## src/rtl/pam_pkg.sv

```systemverilog
package pam_pkg;

    // State of the mismatch flag controller
    typedef enum logic [1:0] {
        ERR_CLAMPED = 2'd0,
        ERR_PASS    = 2'd1,
        ERR_FAIL    = 2'd2
    } err_state_e;

    // Kind of access presented in the current cycle
    typedef enum logic [1:0] {
        ACC_IDLE  = 2'd0,
        ACC_READ  = 2'd1,
        ACC_WRITE = 2'd2
    } access_e;

endpackage

```

## src/rtl/pam_bit_decoder.sv

```systemverilog
module pam_bit_decoder #(
    parameter int NUM_BITS   = 8,
    parameter int NUM_GROUPS = 2,
    localparam int BAW = $clog2(NUM_BITS),
    localparam int GW  = $clog2(NUM_GROUPS)
) (
    input  logic                test_mode,
    input  logic [GW-1:0]       grp_sel,
    input  logic [BAW-1:0]      bit_addr,
    output logic [NUM_BITS-1:0] sel_mask
);

    // One select line per bit line; group membership is fixed at elaboration
    for (genvar i = 0; i < NUM_BITS; i++) begin : g_line
        localparam int LINE_GRP = i % NUM_GROUPS;
        logic hit_group;
        logic hit_single;
        assign hit_group  = (grp_sel == GW'(LINE_GRP));
        assign hit_single = (bit_addr == BAW'(i));
        assign sel_mask[i] = test_mode ? hit_group : hit_single;
    end

endmodule

```

## src/rtl/pam_cell_array.sv

```systemverilog
module pam_cell_array #(
    parameter int NUM_BITS  = 8,
    parameter int NUM_WORDS = 8,
    localparam int WAW = $clog2(NUM_WORDS)
) (
    input  logic                clk,
    input  logic                rst_n,
    input  logic                wr_stb,
    input  logic [WAW-1:0]      word_addr,
    input  logic [NUM_BITS-1:0] sel_mask,
    input  logic                din,
    output logic [NUM_BITS-1:0] row_out
);

    logic [NUM_BITS-1:0] rows [NUM_WORDS];
    logic [NUM_BITS-1:0] fill;

    assign fill = {NUM_BITS{din}};

    // Each word line updates only when it is the one addressed
    for (genvar r = 0; r < NUM_WORDS; r++) begin : g_row
        logic row_hit;
        assign row_hit = wr_stb && (word_addr == WAW'(r));
        always_ff @(posedge clk or negedge rst_n) begin
            if (!rst_n) begin
                rows[r] <= '0;
            end else if (row_hit) begin
                rows[r] <= (rows[r] & ~sel_mask) | (fill & sel_mask);
            end
        end
    end

    assign row_out = rows[word_addr];

endmodule

```

## src/rtl/pam_group_compare.sv

```systemverilog
module pam_group_compare #(
    parameter int NUM_BITS = 8
) (
    input  logic [NUM_BITS-1:0] row_in,
    input  logic [NUM_BITS-1:0] sel_mask,
    output logic                grp_same,
    output logic                low_bit
);

    logic [NUM_BITS-1:0] picked;
    logic                all_ones;
    logic                all_zeros;

    assign picked    = row_in & sel_mask;
    assign all_ones  = (picked == sel_mask);
    assign all_zeros = (picked == '0);
    assign grp_same  = all_ones || all_zeros;

    // Lowest-index selected line wins; the scan runs downwards so the last hit is the lowest
    always_comb begin
        low_bit = 1'b0;
        for (int i = NUM_BITS - 1; i >= 0; i--) begin
            if (sel_mask[i]) begin
                low_bit = row_in[i];
            end
        end
    end

endmodule

```

## src/rtl/pam_err_fsm.sv

```systemverilog
module pam_err_fsm
    import pam_pkg::*;
(
    input  logic    clk,
    input  logic    rst_n,
    input  logic    test_mode,
    input  access_e access,
    input  logic    grp_same,
    output logic    err
);

    err_state_e state_q;
    err_state_e state_d;

    // State register
    always_ff @(posedge clk or negedge rst_n) begin
        if (!rst_n) begin
            state_q <= ERR_CLAMPED;
        end else begin
            state_q <= state_d;
        end
    end

    // Transitions
    always_comb begin
        state_d = state_q;
        if (!test_mode) begin
            state_d = ERR_CLAMPED;
        end else begin
            unique case (access)
                ACC_WRITE: state_d = ERR_CLAMPED;
                ACC_READ:  state_d = grp_same ? ERR_PASS : ERR_FAIL;
                ACC_IDLE:  state_d = state_q;
                default:   state_d = state_q;
            endcase
        end
    end

    // Outputs
    always_comb begin
        unique case (state_q)
            ERR_FAIL:    err = 1'b1;
            ERR_PASS:    err = 1'b0;
            ERR_CLAMPED: err = 1'b0;
            default:     err = 1'b0;
        endcase
    end

endmodule

```

## src/rtl/pam_array_top.sv

```systemverilog
module pam_array_top
    import pam_pkg::*;
#(
    parameter int NUM_BITS   = 8,
    parameter int NUM_WORDS  = 8,
    parameter int NUM_GROUPS = 2,
    localparam int BAW = $clog2(NUM_BITS),
    localparam int WAW = $clog2(NUM_WORDS),
    localparam int GW  = $clog2(NUM_GROUPS)
) (
    input  logic           clk,
    input  logic           rst_n,
    input  logic           test_mode,
    input  logic [GW-1:0]  grp_sel,
    input  logic [WAW-1:0] word_addr,
    input  logic [BAW-1:0] bit_addr,
    input  logic           rd_en,
    input  logic           wr_en,
    input  logic           din,
    output logic           dout,
    output logic           err
);

    access_e             access;
    logic [NUM_BITS-1:0] sel_mask;
    logic [NUM_BITS-1:0] row_data;
    logic                grp_same;
    logic                low_bit;
    logic                dout_q;

    // Write takes precedence over a read in the same cycle
    always_comb begin
        if (wr_en) begin
            access = ACC_WRITE;
        end else if (rd_en) begin
            access = ACC_READ;
        end else begin
            access = ACC_IDLE;
        end
    end

    pam_bit_decoder #(
        .NUM_BITS  (NUM_BITS),
        .NUM_GROUPS(NUM_GROUPS)
    ) dec_i (
        .test_mode(test_mode),
        .grp_sel  (grp_sel),
        .bit_addr (bit_addr),
        .sel_mask (sel_mask)
    );

    pam_cell_array #(
        .NUM_BITS (NUM_BITS),
        .NUM_WORDS(NUM_WORDS)
    ) cells_i (
        .clk      (clk),
        .rst_n    (rst_n),
        .wr_stb   (access == ACC_WRITE),
        .word_addr(word_addr),
        .sel_mask (sel_mask),
        .din      (din),
        .row_out  (row_data)
    );

    pam_group_compare #(
        .NUM_BITS(NUM_BITS)
    ) cmp_i (
        .row_in  (row_data),
        .sel_mask(sel_mask),
        .grp_same(grp_same),
        .low_bit (low_bit)
    );

    pam_err_fsm efsm_i (
        .clk      (clk),
        .rst_n    (rst_n),
        .test_mode(test_mode),
        .access   (access),
        .grp_same (grp_same),
        .err      (err)
    );

    // Read data register, loaded only by an accepted read
    always_ff @(posedge clk or negedge rst_n) begin
        if (!rst_n) begin
            dout_q <= 1'b0;
        end else if (access == ACC_READ) begin
            dout_q <= low_bit;
        end
    end

    assign dout = dout_q;

endmodule

```

## config.mk

```make
export PLATFORM = sky130hd
export DESIGN_NAME = pam_array_top
export DESIGN_NICKNAME = d
export VERILOG_FILES = /design/src/rtl/pam_pkg.sv /design/src/rtl/pam_bit_decoder.sv /design/src/rtl/pam_cell_array.sv /design/src/rtl/pam_group_compare.sv /design/src/rtl/pam_err_fsm.sv /design/src/rtl/pam_array_top.sv
export SDC_FILE = /design/constraint.sdc
export NUM_CORES = 1
export LEC_CHECK = 0
export CAP_MARGIN = 20
export CORE_MARGIN = 5
export CORE_UTILIZATION = 55
export DETAILED_ROUTE_END_ITERATION = 8
export DONT_BUFFER_PORTS = 1
export GPL_ROUTABILITY_DRIVEN = 1
export GPL_TIMING_DRIVEN = 0
export PLACE_DENSITY = 0.75
export SYNTH_ARGS = -nofsm -noshare
export SYNTH_HDL_FRONTEND = slang
export SYNTH_SLANG_ARGS = --single-unit
```

## constraint.sdc

```tcl
create_clock -name clk -period 2.4 [get_ports clk]
set_clock_uncertainty 0.15 [all_clocks]
set_input_delay 0.48 -clock clk [delete_from_list [all_inputs] [get_ports clk]]
set_output_delay 0.48 -clock clk [all_outputs]
set_load 0.02 [all_outputs]
```

==> results of run 1 <==
==> worst min-delay path by stage <==
stage                     depth (start not counted)  slack, ns                 to
after detailed placement                          0       0.04          async pin
after floorplan                                   0       0.03          async pin
final                                             1       0.08  efsm_i.state_q[0]
after global placement                            0       0.04          async pin
after global routing                              1       0.06  efsm_i.state_q[0]
after CTS                                         1       0.07  efsm_i.state_q[0]
==> where the power goes <==
group | total [mW] | internal (mW) | switching, mW | leakage, nW
sequential | 1.50 | 1.38 | 0.126 | 0.848
clock | 0.960 | 0.535 | 0.425 | 0.106
combinational | 0.638 | 0.329 | 0.309 | 0.825
total | 3.10 | 2.24 | 0.861 | 1.78
==> worst max-delay path: stages <==
cell and delay (ns):
buf_6 0.11, buf_2 0.17, and2_1 0.24, a22oi_2 0.23, nand3_1 0.10, a222oi_1 0.49
nand4_1 0.24, a41o_1 0.27
==> cell type report <==
cell class	instances	area [µm²]	share of cell area (%)
inverter	7	26.3	0.650
clock buffer	12	155	3.84
buffer	20	105	2.60
multi-input combinational	244	1890	46.8
timing repair buffer	3	42.5	1.05
clock inverter	4	48.8	1.21
sequential	67	1680	41.5
tap	77	96.3	2.38
==> what timing repair did <==
item | in CTS | in global routing
hold buffers | 2 | 0
resized for setup | 0 | 0
endpoints found under the hold margin | 67 | 0
==> placed cells by master (no fill, tap or decap), drive strengths merged, types with 2 or more instances in the layout <==
cell type and n:
o211ai 2, nand2b 5, inv 7, a31oi 2, nor3 2, clkinv 3, o31ai 4, a22oi 8
nor2 11, mux2 64, mux4 4, o221ai 3, nor2b 3, nand3 5, nand2 82, clkbuf 22
o41ai 3, nand4 2, o21ai 4, dfrtp 67, mux2i 21, buf 12, and2 3, a2bb2oi 2
==> layer usage <==
layer,wire [µm],up-vias,share of wire [%],global-route usage (%)
met2,4220,82,49,34.4
met3,472,13,5.5,5.16
li1,-,1239,-,-
met1,3800,1340,44,30.7
met4,106,0,1.2,6.44
met5,0,-,0,0
==> kinds of logic after synthesis <==
group                  count (synthesis)  share of synthesized area (%)
multiplexers                          89                           28.0
AND/OR/NAND/NOR                      117                           13.7
buffers and inverters                 27                           3.55
AO/OA/AOI/OAI                         38                           9.50
flip-flops                            67                           45.3
==> metrics by stage <==
| stage | hold WS [ns] | setup TNS [ns] |
|---|---|---|
| 2_1_floorplan | 0.0344 | 0 |
| 3_3_place_gp | 0.0369 | -0.886 |
| 3_5_place_dp | 0.0366 | -1.10 |
| 4_1_cts | 0.0696 | 0 |
| 5_1_grt | 0.0622 | 0 |
| 6_report | 0.0805 | 0 |
==> run metrics, run 1 <==
CTS clk-pin slew, worst paths=around 0.07 ns; Syn Nets=351; Starting Density=about 57%; period utilization=94.2%; Rel. slew slack=about a third; area share of the leading cell type in the synthesized netlist=45.3%; Nets=~370; HP Class=input pin to flop; ANT nets after route=0; outcome=completed; Final Power=approximately 3.1 mW; initial antenna violation count=0; Main synth FF type=dfrtp_1; most common cell in the netlist=nand2_1; CP required=2.48 ns; port bufs=0; Final Critical Period=2.26 ns; HP Start=rd_en; Setup crit start kind=input pin; RR Endpoint=efsm_i.state_q[1]; EDFF count, synth=0; Leak=1.78 nW; Chip Width=roughly 92 µm; Syn Inst Count=~340; Worst EP arrival=2.34 ns; die area=0.00847 mm²; Antenna Cells=0; root buffer cell=clkbuf_8; DRC viols=0; Final Wtd Congestion=0.850; number of post-CTS setup repair buffers=0; fin. max-slew vios=0; R2R depth=6; final hold violation count=0; crit path max fanout=10; Post-DP Area=0.00380 mm²; worst slack, placed=-0.184 ns; post-synthesis async set-or-reset flop share=100%; row count=29; CTS Sinks=67; clk buf depth=2; syn_area_per_cell=between 10 and 15 µm²; number of global-route vias before repair=2,688; top cells by instance count after synthesis=82 x nand2_1, 67 x dfrtp_1, 53 x mux2_2; RSZ-0062 raised after global routing=no; Die H=92.0 µm; Seq/Total Area, Yosys=45.3%; first-pass GRT wire length=14.2 mm; post-route cell area=0.00404 mm²; max-cap violations=0; worst slew pin tran=1.02 ns; largest net degree at the start of global routing=68; yosys warns=0; Core Box Area=0.00646 mm²; crit path to=efsm_i.state_q[1]; crit path from=word_addr[0]; layout cell share with drive strength beyond 1=25.5%; H-tree depth=3; Finished Layout Cells=434; via/cell ratio=6.16; final setup fails=0; total wire length=8.59 mm; Max Clk Rate=roughly 440 MHz; Crit Path Class=input pin to flop; CTS buffer count=9; placed instance count=415; initial drt markers=169; CP endpoint kind=flop; peak supply drop=0.000419 V; # fillers=534; Netlist cell types=49; WL/cell=19.8 µm; cell area after synthesis=0.00370 mm²; P&R area growth vs syn=9.26%; drt pass-1 iters=4; Tot GR Track Use=22.0%; Reg2Reg Setup Slack=0.21 ns; Post-Route Utilization=62.6%; total I/O pin count=15; top cells by area, synth=dfrtp_1 45%, mux2_2 16%, nand2_1 8.3%, mux2i_1 5.7%, mux2_1 3.3%; Synth area leader=dfrtp_1; FF+latch count, synth=67; Cell Pwr Density=767 mW/mm²; setup ws final=0.139 ns; clock latency on the worst-skew pair=0.34 ns; via count=2,674; GRT overflow=0; CTS tree=yes; dpl hpwl=6.00 mm
Note: power is estimated with default switching activity, not from simulation.
==> run 2, diff against run 1 <==
Settings changed: ABC_AREA set to 1, CORE_UTILIZATION 55 to 23, PLACE_DENSITY 0.75 to 0.41.
==> run 2 against run 1 <==
  * Non-clock buffer count up 8
  * Area after synthesis down 2.4%
  * Die area up 120%
  * Via count up 22%
  * Synthesized cell count up 33%
  * Sequential power up 6%
  * Clock power up 26%
==> run metrics, run 2 <==
hold endpoint=efsm_i.state_q[0]; final hold violation count=0; cts hold-fix bufs=2; CTS buffer count=9; Synth area leader=dfrtp_1; clk buf depth=2; area share of the leading cell type in the synthesized netlist=46.4%; final setup fails=0; Final Wtd Congestion=0.810; Hold WS=0.157 ns; total wire length=12.1 mm; ANT nets after route=0; Chip Width=approximately 140 µm; P&R area growth vs syn=15.8%; # resized after CTS=0; syn_area_per_cell=8.06 µm²; Antenna Cells=0; most frequent cells in the layout=116 x nand2_1, 71 x a21oi_1, 67 x dfrtp_1; H-tree depth=3; Cell Pwr Density=853 mW/mm²; first-pass GRT wire length=19.1 mm; Final Critical Period=1.97 ns; Nets=474; period utilization=82.1%; Max Clk Rate=507 MHz; Leak=1.85 nW; via/cell ratio=just under 5; Die H=135 µm; Fin Setup TNS=0 ns; crit path max fanout=10; die area=0.0183 mm²; CTS Sinks=67; initial antenna violation count=0; most common cell in the netlist=nand2_1; most common cell after layout, fill and taps aside=nand2_1; Met1 Routed Length=5.81 mm; top cells by instance count after synthesis=116 x nand2_1, 71 x a21oi_1, 67 x dfrtp_1; WHS Path Cells=2; CP Cell Sequence=buf_6 > nor2_4 > inv_1 > nor2_2 > buf_2 > a21oi_1 > a31oi_1; peak supply drop=approximately 0.00026 V; DR WL met2=5.43 mm; CP endpoint kind=flop; Reg2Reg Setup Slack=between 0.7 and 0.8 ns; clock latency on the worst-skew pair=0.33 ns; Setup crit start kind=input pin; EDFF count, synth=0; top cells by area, synth=dfrtp_1 46%, nand2_1 12%, a31oi_1 11%, a21oi_1 9.8%, inv_1 2.2%; largest net degree at the start of global routing=68; HP Class=input pin to flop; Rel. slew slack=49.7%; RSZ-0062 raised after global routing=no; Top delay family on crit path=simple AND/OR/NAND/NOR gates; worst slew pin tran=0.754 ns; Netlist cell types=28; Starting Density=23.6%; HP Start=test_mode; Crit Path Class=input pin to flop; GRT overflow=0; WL/cell=17.9 µm; Seq/Total Area, Yosys=46.4%; CP max stage delay=approximately 0.36 ns; row count=45; Main synth FF type=dfrtp_1; max-cap violations=0; Worst EP arrival=2.07 ns; Syn Inst Count=448; yosys warns=0; CP required=~2.5 ns; total I/O pin count=15; CTS clk-pin slew, worst paths=0.06 ns; CTS tree=yes; FF+latch count, synth=between 60 and 70; Syn Nets=461; via count=3,266; root buffer cell=clkbuf_16; post-synthesis async set-or-reset flop share=100%; outcome=completed; number of post-CTS setup repair buffers=0; R2R depth=13; Core Box Area=0.0153 mm²; initial drt markers=around 240; Tot GR Track Use=between 10% and 20%; dpl hpwl=8.54 mm; layout cell share with drive strength beyond 1=14.4%; DRC viols=0; slowest cell on the critical path=nor2_2; drt pass-1 iters=5; cell area after synthesis=0.00361 mm²; Bufs and invs on worst path=3; # fillers=between 1,500 and 2,000; fin. max-slew vios=0; met3 routed WL=roughly 550 µm; number of global-route vias before repair=3,273; RR Endpoint=dout; port bufs=0; max layer used=met4
[run 2: changes by cell type in the layout (fill, tap and decap cells not counted), sizes merged, moves of 11 or more]
cell	delta
nand2	+38
a21oi	+70
inv	+22
buf	+12
nor2	+12
a31oi	+62
mux2i	-21
mux2	-64
nand3	+11
[run 2: cell families (layout without fill, tap and decap cells)]
logic type	count (synthesis)	count (layout)	share of synthesized area (%)
flops	67	67	46.4
simple gates	172	172	20.9
compound gates	151	151	24.6
buf+inv	58	74	8.14
[run 2: power breakdown]
part	switching, mW	total, mW	internal (mW)
Sequential	0.169	1.59	1.42
Combinational	0.464	0.760	0.296
Clock	0.476	1.21	0.738
Total	1.11	3.57	2.46
[run 2: metal layers]
| metal | track usage, % | vias up |
|---|---|---|
| met5 | 0 | - |
| met4 | 5.99 | 0 |
| met3 | 2.08 | 17 |
| met2 | 20.6 | 79 |
| met1 | 19.2 | 1587 |
| li1 | - | 1583 |
[run 2: how the worst max path moves through the flow]
stage                       startpoint    to  slack (ns)  cells past startpoint
after floorplan           word_addr[1]  dout        0.60                     16
after global placement    word_addr[0]  flop        0.09                      7
after detailed placement  word_addr[0]  flop        0.06                      7
after CTS                 word_addr[0]  flop        0.41                      7
after global routing      word_addr[0]  flop        0.34                      7
final                     word_addr[0]  flop        0.43                      7
[run 2: stage by stage]
step                worst slack [ns]  instances  area (µm²)  total power, mW  util (%)
floorplan                      0.605        448        3610             2.13         -
global placement              0.0860        659        3870             2.32      25.3
detailed placement            0.0598        659        3870             2.34      25.3
CTS                            0.408        675        4180             3.60      27.3
global route                   0.338        675        4180             3.79      27.3
finish                         0.429        675        4180             3.57      27.3
[run 2: final cells by class]
type | count | area (µm²) | area share [%]
Inverter | 29 | 111 | 2.66
Buffer | 29 | 183 | 4.37
Tap cell | 211 | 264 | 6.32
Clock inverter | 3 | 15.0 | 0.359
Multi-Input combinational cell | 323 | 1640 | 39.2
Sequential cell | 67 | 1680 | 40.1
Clock buffer | 11 | 253 | 6.05
Timing Repair Buffer | 2 | 37.5 | 0.898
